<file path="src/rtl/dacl_pkg.sv">
package dacl_pkg;

    localparam int BUS_W    = 8;
    localparam int DAC_W    = 12;
    localparam int HI_W     = DAC_W - BUS_W;
    localparam int CH_COUNT = 2;
    localparam int CH_SEL_W = $clog2(CH_COUNT);
    localparam int ADDR_W   = CH_SEL_W + 1;

    typedef enum logic {
        PART_LO = 1'b0,
        PART_HI = 1'b1
    } part_e;

    typedef struct packed {
        logic              cs_n;
        logic              wr_n;
        logic              ldac_n;
        logic [ADDR_W-1:0] addr;
        logic [BUS_W-1:0]  data;
    } host_pins_t;

    localparam host_pins_t PINS_IDLE = '{
        cs_n:   1'b1,
        wr_n:   1'b1,
        ldac_n: 1'b1,
        addr:   '0,
        data:   '0
    };

    typedef struct packed {
        logic                valid;
        logic [CH_SEL_W-1:0] ch;
        part_e               part;
        logic [BUS_W-1:0]    data;
    } wr_req_t;

    function automatic part_e addr_part(input logic [ADDR_W-1:0] a);
        return part_e'(a[0]);
    endfunction

    function automatic logic [CH_SEL_W-1:0] addr_chan(input logic [ADDR_W-1:0] a);
        return a[ADDR_W-1:1];
    endfunction

    function automatic logic [DAC_W-1:0] merge_part(
        input logic [DAC_W-1:0] cur,
        input part_e            part,
        input logic [BUS_W-1:0] b
    );
        logic [DAC_W-1:0] r;
        r = cur;
        if (part == PART_LO) r[BUS_W-1:0]     = b;
        else                 r[DAC_W-1:BUS_W] = b[HI_W-1:0];
        return r;
    endfunction

endpackage

</file>
<file path="src/rtl/dacl_sync.sv">
module dacl_sync #(
    parameter int             W       = 1,
    parameter int             STAGES  = 2,
    parameter logic [W-1:0]   RST_VAL = '0
) (
    input  logic         clk,
    input  logic         rst,
    input  logic [W-1:0] d,
    output logic [W-1:0] q
);

    logic [STAGES-1:0][W-1:0] stg;

    always_ff @(posedge clk) begin
        if (rst) begin
            for (int i = 0; i < STAGES; i++) stg[i] <= RST_VAL;
        end else begin
            stg[0] <= d;
            for (int i = 1; i < STAGES; i++) stg[i] <= stg[i-1];
        end
    end

    assign q = stg[STAGES-1];

endmodule

</file>
<file path="src/rtl/dacl_host_if.sv">
module dacl_host_if
    import dacl_pkg::*;
(
    input  logic       clk,
    input  logic       rst,
    input  host_pins_t pins,
    output wr_req_t    req,
    output logic       load_evt
);

    logic       wr_q;
    logic       ld_q;
    host_pins_t cap;
    logic       wr_rise;

    always_ff @(posedge clk) begin
        if (rst) begin
            wr_q <= 1'b1;
            ld_q <= 1'b1;
            cap  <= PINS_IDLE;
        end else begin
            wr_q <= pins.wr_n;
            ld_q <= pins.ldac_n;
            if (!pins.wr_n) cap <= pins;
        end
    end

    assign wr_rise = pins.wr_n & ~wr_q;

    always_comb begin
        req.valid = wr_rise & ~cap.cs_n;
        req.ch    = addr_chan(cap.addr);
        req.part  = addr_part(cap.addr);
        req.data  = cap.data;
    end

    assign load_evt = ~pins.ldac_n & ld_q;

endmodule

</file>
<file path="src/rtl/dacl_channel.sv">
module dacl_channel
    import dacl_pkg::*;
#(
    parameter int CH_ID = 0
) (
    input  logic             clk,
    input  logic             rst,
    input  wr_req_t          req,
    input  logic             load_evt,
    output logic [DAC_W-1:0] dac,
    output logic             upd
);

    logic [DAC_W-1:0] stage;
    logic             hit;

    assign hit = req.valid && (req.ch == CH_SEL_W'(CH_ID));

    always_ff @(posedge clk) begin
        if (rst) begin
            stage <= '0;
            dac   <= '0;
            upd   <= 1'b0;
        end else begin
            if (hit) stage <= merge_part(stage, req.part, req.data);
            if (load_evt) begin
                dac <= stage;
                upd <= (stage != dac);
            end else begin
                upd <= 1'b0;
            end
        end
    end

endmodule

</file>
<file path="src/rtl/dac_loader.sv">
module dac_loader
    import dacl_pkg::*;
#(
    parameter int SYNC_STAGES = 2
) (
    input  logic              clk,
    input  logic              rst,
    input  logic [BUS_W-1:0]  data_in,
    input  logic [ADDR_W-1:0] addr,
    input  logic              cs_n,
    input  logic              wr_n,
    input  logic              ldac_n,
    output logic [DAC_W-1:0]  dac_a,
    output logic [DAC_W-1:0]  dac_b,
    output logic              upd_a,
    output logic              upd_b
);

    localparam int PINS_W = $bits(host_pins_t);

    host_pins_t             raw_pins;
    logic [PINS_W-1:0]      sync_bits;
    host_pins_t             sync_pins;
    wr_req_t                req;
    logic                   load_evt;
    logic [DAC_W-1:0]       dac_bus [CH_COUNT];
    logic [CH_COUNT-1:0]    upd_bus;

    always_comb begin
        raw_pins.cs_n   = cs_n;
        raw_pins.wr_n   = wr_n;
        raw_pins.ldac_n = ldac_n;
        raw_pins.addr   = addr;
        raw_pins.data   = data_in;
    end

    dacl_sync #(
        .W       (PINS_W),
        .STAGES  (SYNC_STAGES),
        .RST_VAL (PINS_IDLE)
    ) u_sync (
        .clk (clk),
        .rst (rst),
        .d   (raw_pins),
        .q   (sync_bits)
    );

    assign sync_pins = host_pins_t'(sync_bits);

    dacl_host_if u_host (
        .clk      (clk),
        .rst      (rst),
        .pins     (sync_pins),
        .req      (req),
        .load_evt (load_evt)
    );

    for (genvar g = 0; g < CH_COUNT; g++) begin : g_ch
        dacl_channel #(.CH_ID(g)) u_ch (
            .clk      (clk),
            .rst      (rst),
            .req      (req),
            .load_evt (load_evt),
            .dac      (dac_bus[g]),
            .upd      (upd_bus[g])
        );
    end

    assign dac_a = dac_bus[0];
    assign dac_b = dac_bus[1];
    assign upd_a = upd_bus[0];
    assign upd_b = upd_bus[1];

endmodule

</file>
<file path="config.mk">
export PLATFORM = sky130hd
export DESIGN_NAME = dac_loader
export DESIGN_NICKNAME = d
export VERILOG_FILES = /design/src/rtl/dacl_pkg.sv /design/src/rtl/dacl_sync.sv /design/src/rtl/dacl_host_if.sv /design/src/rtl/dacl_channel.sv /design/src/rtl/dac_loader.sv
export SDC_FILE = /design/constraint.sdc
export NUM_CORES = 1
export LEC_CHECK = 0
export ABC_AREA = 1
export BUFFER_PORTS_ARGS = -buffer_cell sky130_fd_sc_hd__buf_2
export CAP_MARGIN = 20
export CORE_MARGIN = 3
export CORE_UTILIZATION = 59
export DETAILED_ROUTE_END_ITERATION = 7
export PLACE_DENSITY = 0.91
export SYNTH_ARGS = -nofsm -noshare
export SYNTH_HDL_FRONTEND = slang
export SYNTH_SLANG_ARGS = --single-unit
export TNS_END_PERCENT = 20
</file>
<file path="constraint.sdc">
create_clock -name clk -period 2.2 [get_ports clk]
set_input_delay 0.33 -clock clk [delete_from_list [all_inputs] [get_ports clk]]
set_output_delay 0.33 -clock clk [all_outputs]
set_load 0.01 [all_outputs]
</file>
==> key figures, run 1 <==
Clocking
  – Hold Buf Count CTS: 0
  – Total clock sinks: 89
  – Htree depth: 3
  – Postcts setup bufs: 0
  – Post-CTS sizing: 0
  – Inserted Clock Buffers: 9
  – Worst skew pair latency: ~0.35 ns
  – Root buf cell: clkbuf_8
  – Clk buf depth: 2
  – Clock Pin Slew Worst Setup and Hold Paths: around 0.080 ns
  – CTS tree: done

Global routing
  – Initial antenna violation count: 0
  – GRT overflow: 0
  – Vias in the first global route: between 2000 and 2500
  – First-pass GRT wire length: between 10000 and 15000 µm
  – GRT Overall Usage: between 20% and 30%
  – Largest net degree at the start of global routing: 61

Floorplanning
  – # IOs: between 40 and 50
  – Site Rows: 26
  – Core Area: 0.005238 mm²
  – Die width: roughly 80 µm
  – Die ar.: 0.006457 mm²
  – Initial core utilization: between 60% and 70%
  – Die height: 80.36 µm

Synth
  – Commonest cells in the netlist: 89 x dfxtp_1, 66 x inv_1, 58 x nand2_1, 54 x o21ai_0, 52 x a21oi_1
  – Cell variety after synth: 17
  – Post-synth top area cell: dfxtp_1
  – Compound-Gate Fraction of Synth Area: between 10% and 20%
  – Post-Synth XOR/XNOR Area: between 2 and 3%
  – Register area share after synthesis: between 50 and 60%
  – Cells after Synth: around 410
  – Ys async rst share: 0%
  – Post-Synth Simple-Gate Area: roughly 16%
  – Largest family of logic cells by synthesized area: compound AO/OA/AOI/OAI gates
  – Register bit total from synthesis: 89
  – Number of flops mapped to enable cells by yosys: 0
  – Post-Syn Nets: 423
  – Top-area cell type share of the netlist area: a little over half
  – Synth top area cells: dfxtp_1 55%, o21ai_0 8.3%, a21oi_1 8.0%
  – Post-synthesis mux area share: 0%
  – Most common cell in the synthesized netlist: dfxtp_1
  – Synth Flop Type: dfxtp_1
  – Synth Area per Inst: 7.995 µm²
  – Synthesis Warnings: 0
  – Post-synthesis adder-cell area fraction: 0%
  – Synthesized area: 0.003262 mm²

Route
  – Antenna Nets Post-Route: 0
  – Average wire per standard cell: roughly 11 µm
  – Final WL: approximately 5900 µm
  – Initial DRC count: ~230
  – DR vias/cell: between 5 and 6
  – Drt first pass iters: 4
  – DR vias: around 2600
  – Detailed-route DRC error count: 0

STA
  – Slew HR: between 60% and 70%
  – Final hold vios: 0
  – Clock Skew: roughly 0.010 ns
  – RSZ-0062 raised after global routing: no
  – Setup TNS: 0 ns
  – Period Utilization, post-route: 78.02%
  – Max Slew Vio Count: 0
  – Min cycle time layout: around 1.7 ns
  – Final setup margin: just under 0.5 ns
  – Final Setup Violations: 0
  – Worst Max-Slew Pin Slew: between 0.5 and 0.6 ns
  – Fmax achieved: slightly below 600 MHz

Min path
  – HP Start: ldac_n
  – Hold depth: 2
  – HP Class: input port to register
  – Worst Hold Path EP: u_sync.stg[10]

Place
  – Gpl congestion: around 0.76
  – Hpwl dp: 4019 µm
  – Place WS: around 0.55 ns
  – Placed Cells: a little over 500
  – # port buffers: 40

Critical path
  – Max FO, Critical Path: 16
  – Endpoint class of the critical path: register
  – FF-to-FF path depth: 5
  – Critical Path RT: between 2 and 2.5 ns
  – Crit-path max cell delay: 0.57 ns
  – Crit path kind: register to register
  – Reg-to-Reg End: g_ch[1].u_ch.stage[4]
  – R2R setup slack: 0.48 ns
  – Crit path DAT: between 1.5 and 2 ns
  – Reg-to-reg startpoint: u_sync.q[11]
  – Critical Path, Cell by Cell: inv_2 > nor2_8 > nand4_4 > o21ai_0 > a21oi_1
  – Worst path slowest cell: dfxtp_1
  – Crit path launch type: register

Finish
  – Fin nets: approximately 460
  – Non-filler cells, final: 519
  – Ant. Diodes: 0
  – Fill cells: approximately 400
  – Layout cells sized above 1: approximately 15%
  – Area added between synthesis and finish: 12.81%
  – Multi-input gate area: between 0.001 and 0.0015 mm²
  – Util after Layout: between 70% and 80%
  – FF/Latch Area: 0.001782 mm²

Flow run
  – Max Cap Viol: 0

Power
  – Tot Pwr: 0.002968 W
  – Pwr/cell area: roughly 800 mW/mm²
  – Leakage power: between 1.5 and 2 nW
  – VDD IR-drop max: around 0.00046 V

Outcome
  – Status: finished clean
layout make-up:
class                           count  share of cell area, %
Clock buffer                       13                  4.046
Clock inverter                      3                  1.088
Inverter                           67                  6.834
Multi-Input combinational cell    235                  31.38
Sequential cell                    89                  48.42
Tap cell                           70                  2.380
Timing Repair Buffer               42                  5.848
worst max path at each step:
| stage | end | from | cells past startpoint | slack, ns |
|---|---|---|---|---|
| 2_1_floorplan | g_ch[0].u_ch.stage[5] | u_sync.q[11] | 6 | 1.03 |
| 3_3_place_gp | g_ch[1].u_ch.stage[2] | u_sync.q[11] | 5 | 0.56 |
| 3_5_place_dp | g_ch[1].u_ch.stage[0] | u_sync.q[11] | 5 | 0.55 |
| 4_1_cts | g_ch[1].u_ch.stage[4] | u_sync.q[11] | 5 | 0.49 |
| 5_1_grt | g_ch[1].u_ch.stage[7] | u_sync.q[11] | 5 | 0.32 |
| 6_report | g_ch[1].u_ch.stage[4] | u_sync.q[11] | 5 | 0.48 |
flip-flops by register name, summed over array words and instances, names as in the netlist:
| register | flops |
|---|---|
| u_host.req | 10 |
| u_sync.q | 13 |
| g_ch.u_ch.dac | 24 |
| u_host.cap | 1 |
| u_host.ld_q | 1 |
| u_host.wr_q | 1 |
| u_sync.stg | 13 |
| g_ch.u_ch.stage | 24 |
| g_ch.u_ch.upd | 2 |
cell families after synthesis:
| family | after synthesis |
|---|---|
| simple gates | 115 |
| compound gates | 110 |
| buf+inv | 84 |
| xor+xnor | 10 |
| flops | 89 |
per-layer routing:
layer | share of wire [%] | GRT usage, %
met3 | 5.4 | 4.821
met4 | 3.0 | 10.47
met1 | 44 | 23.76
met5 | 0 | 0
met2 | 48 | 34.19
cells in the final DEF, fill, tap and decap left out, drive strengths merged:
master  synthesis  final
a21oi          52     52
clkinv          0      2
clkbuf         14     13
nand3           1      1
or2             6      6
nand2          58     58
nand4           4      4
xnor2          10     10
dfxtp          89     89
buf             3     42
nor2           46     46
bufinv          0      1
inv            67     67
o21ai          58     58
where the power goes:
part           leakage (nW)  total (W)  switching, W  internal [W]
registers             0.727    0.00170     0.0000357       0.00166
clock network        0.0974    0.00107      0.000515      0.000554
logic                 0.818   0.000199      0.000121     0.0000782
stage by stage:
step,instance area [µm²],hold slack [ns]
finish,3680,0.1638
global route,3680,0.1589
global placement,3491,0.3924
floorplan,3262,0.3883
CTS,3680,0.1545
detailed placement,3491,0.3929
worst max-delay path, delay by kind of cell, from the launching register on:
kind / cells / cell delay, ns
buf+inv: 1 / 0.21
simple gates: 2 / 0.41
compound gates: 2 / 0.41
flops: 1 / 0.57
No activity file was read; power rests on OpenSTA's default activity.
==> inputs of run 2 (changes only) <==
Settings changed: CORE_UTILIZATION 59 to 56, PLACE_DENSITY 0.91 to 0.87.
Clock period 2.2 ns to 1.8 ns, I/O delays scaled along.
==> run 2 against run 1 <==
Against the previous run: critical path depth unchanged; largest power group unchanged; cell count is 0.77% higher; fmax up 25%; critical path type unchanged; sequential share of layout area shrank 0.42 points; largest cell class unchanged.
==> key figures, run 2 (synthesis results as in run 1) <==
Floorplanning
  – Site Rows: 27 (+3.8%)
  – Initial core utilization: 58.52% (-3.8 points)
  – Core Area: 0.005574 mm² (+6.4%)
  – # IOs: 41 (unchanged)
  – Die height: 82.32 µm (+2.4%)
  – Die ar.: 0.006777 mm² (+5.0%)
  – Die width: 82.32 µm (+2.4%)

STA
  – Worst Max-Slew Pin Slew: 0.5677 ns (+0.04943 ns)
  – Fmax achieved: 726.5 MHz (+25%)
  – Clock Skew: 0.008286 ns (-0.001872 ns)
  – Min cycle time layout: 1.376 ns (-0.3399 ns)
  – Max Slew Vio Count: 0 (unchanged)
  – Period Utilization, post-route: 76.47% (-1.5 points)
  – Setup TNS: 0 ns (unchanged)
  – Final Setup Violations: 0 (unchanged)
  – RSZ-0062 raised after global routing: no
  – Slew HR: 62.11% (-3.3 points)
  – Final hold vios: 0 (unchanged)
  – Final setup margin: 0.4235 ns (-0.06010 ns)

Finish
  – Fill cells: 473 (+19%)
  – Multi-input gate area: 0.001155 mm² (unchanged)
  – Fin nets: 461 (+0.44%)
  – Design Area, Final: 0.003712 mm² (+0.88%)
  – FF/Latch Area: 0.001782 mm² (unchanged)
  – Most common cell after layout, fill and taps aside: dfxtp_1
  – Area added between synthesis and finish: 13.81%
  – Leading cell types in the layout, fill and taps excluded: 89 x dfxtp_1, 66 x inv_1, 58 x nand2_1
  – Layout cells sized above 1: 15.96% (+1.0 points)
  – Ant. Diodes: 0 (unchanged)
  – Largest registers: g_ch.u_ch.dac x24, g_ch.u_ch.stage x24

Min path
  – Worst Hold Path EP: u_sync.stg[12]
  – HP Class: input port to register
  – HP Start: cs_n
  – Hold depth: 2 (unchanged)

Power
  – Leakage power: 1.661 nW (+1.1%)
  – VDD IR-drop max: 0.0007578 V (+64%)
  – Tot Pwr: 0.003710 W (+25%)
  – Pwr/cell area: 999.5 mW/mm² (+24%)

Route
  – Antenna Nets Post-Route: 0 (unchanged)
  – DR vias/cell: 4.910 (-3.1%)
  – Average wire per standard cell: 11.63 µm (+2.1%)
  – Detailed-route DRC error count: 0 (unchanged)
  – DR vias: 2568 (-2.4%)
  – Final WL: 6085 µm (+2.8%)
  – Initial DRC count: 139 (-40%)
  – Drt first pass iters: 4 (unchanged)

Critical path
  – Critical Path RT: 2.04 ns (-0.39 ns)
  – Crit path DAT: 1.61 ns (-0.34 ns)
  – Worst path slowest cell: dfxtp_1
  – Reg-to-Reg End: g_ch[1].u_ch.stage[0]
  – Max FO, Critical Path: 16 (unchanged)
  – Endpoint class of the critical path: register
  – Crit path kind: register to register
  – Crit-path max cell delay: 0.36 ns (-0.21 ns)
  – Reg-to-reg startpoint: u_sync.q[11]
  – FF-to-FF path depth: 5 (unchanged)
  – Timing startpoint of the critical path: u_sync.q[11]
  – Crit path launch type: register
  – R2R setup slack: 0.42 ns (-0.06 ns)
  – Critical Path, Cell by Cell: inv_2 > nor2_8 > nand4_4 > o21ai_0 > a21oi_1

Clocking
  – Hold Buf Count CTS: 0 (unchanged)
  – Htree depth: 3 (unchanged)
  – Post-CTS sizing: 0 (unchanged)
  – Clock Pin Slew Worst Setup and Hold Paths: 0.08 ns (about the same)
  – Inserted Clock Buffers: 9 (unchanged)
  – Clk buf depth: 2 (unchanged)
  – Total clock sinks: 89 (unchanged)
  – Postcts setup bufs: 0 (unchanged)
  – CTS tree: done
  – Root buf cell: clkbuf_8
  – Worst skew pair latency: 0.36 ns (about the same)

Global routing
  – Largest net degree at the start of global routing: 61 (unchanged)
  – Vias in the first global route: 2375 (-2.5%)
  – First-pass GRT wire length: 10300 µm (+0.47%)
  – GRT Overall Usage: 20.24% (about the same)
  – Initial antenna violation count: 0 (unchanged)
  – GRT overflow: 0 (unchanged)

Place
  – Hpwl dp: 4188 µm (+4.2%)
  – Gpl congestion: 0.7987 (+4.9%)
  – # port buffers: 40 (unchanged)
  – Dpl cell area: 0.003508 mm² (+0.50%)
  – Place WS: 0.3362 ns (-0.2187 ns)

Flow run
  – Max Cap Viol: 0 (unchanged)

Outcome
  – Status: finished clean
run 2: changes by cell type in the layout (fill, tap and decap cells not counted), sizes merged:
cell	delta
inv	+1
buf	+2
clkinv	+2
clkbuf	-3
run 2: final cells by class:
| cell class | count | area share, % |
|---|---|---|
| well taps | 72 | 2.427 |
| inverters | 67 | 6.775 |
| clock buffers | 10 | 3.707 |
| multi-input cells | 235 | 31.11 |
| flip-flops and latches | 89 | 47.99 |
| repair buffers | 44 | 6.202 |
| clock inverters | 6 | 1.786 |
run 2: worst max-delay path by stage:
stage	endpoint	depth (start not counted)	slack, ns
after floorplan	g_ch[0].u_ch.stage[5]	6	0.63
after global placement	g_ch[1].u_ch.stage[0]	5	0.40
after detailed placement	g_ch[1].u_ch.stage[0]	5	0.34
after CTS	g_ch[1].u_ch.stage[0]	5	0.41
after global routing	g_ch[1].u_ch.stage[3]	5	0.31
final	g_ch[1].u_ch.stage[0]	5	0.42
run 2: critical path: cells and delay by family (launching register included):
family | cells | cell delay (ns)
DFF | 1 | 0.36
buffers and inverters | 1 | 0.12
AOI/OAI and AO/OA | 2 | 0.38
and+or+nand+nor | 2 | 0.38
run 2: power by group:
| group | internal, W | switching (W) | total, W |
|---|---|---|---|
| clock | 0.000684 | 0.000703 | 0.00139 |
| sequential | 0.00203 | 0.0000426 | 0.00208 |
| combinational | 0.0000980 | 0.000149 | 0.000247 |
run 2: through the flow:
| stage | util [%] | cells | hold WS [ns] |
|---|---|---|---|
| after floorplan | - | 408 | 0.3738 |
| after global placement | 62.94 | 507 | 0.3915 |
| after detailed placement | 62.94 | 507 | 0.3923 |
| after CTS | 66.60 | 523 | 0.08187 |
| after global routing | 66.60 | 523 | 0.07433 |
| final | 66.60 | 523 | 0.09093 |
run 2: per-layer routing:
| metal | vias to the layer above | global-route usage [%] | share of wire, % | wire, µm |
|---|---|---|---|---|
| li1 | 1347 | - | - | - |
| met4 | 0 | 10.47 | 2.1 | 127 |
| met3 | 13 | 6.291 | 5.6 | 341 |
| met2 | 56 | 33.49 | 48 | 2906 |
| met1 | 1152 | 23.42 | 45 | 2708 |
| met5 | - | 0 | 0 | 0 |
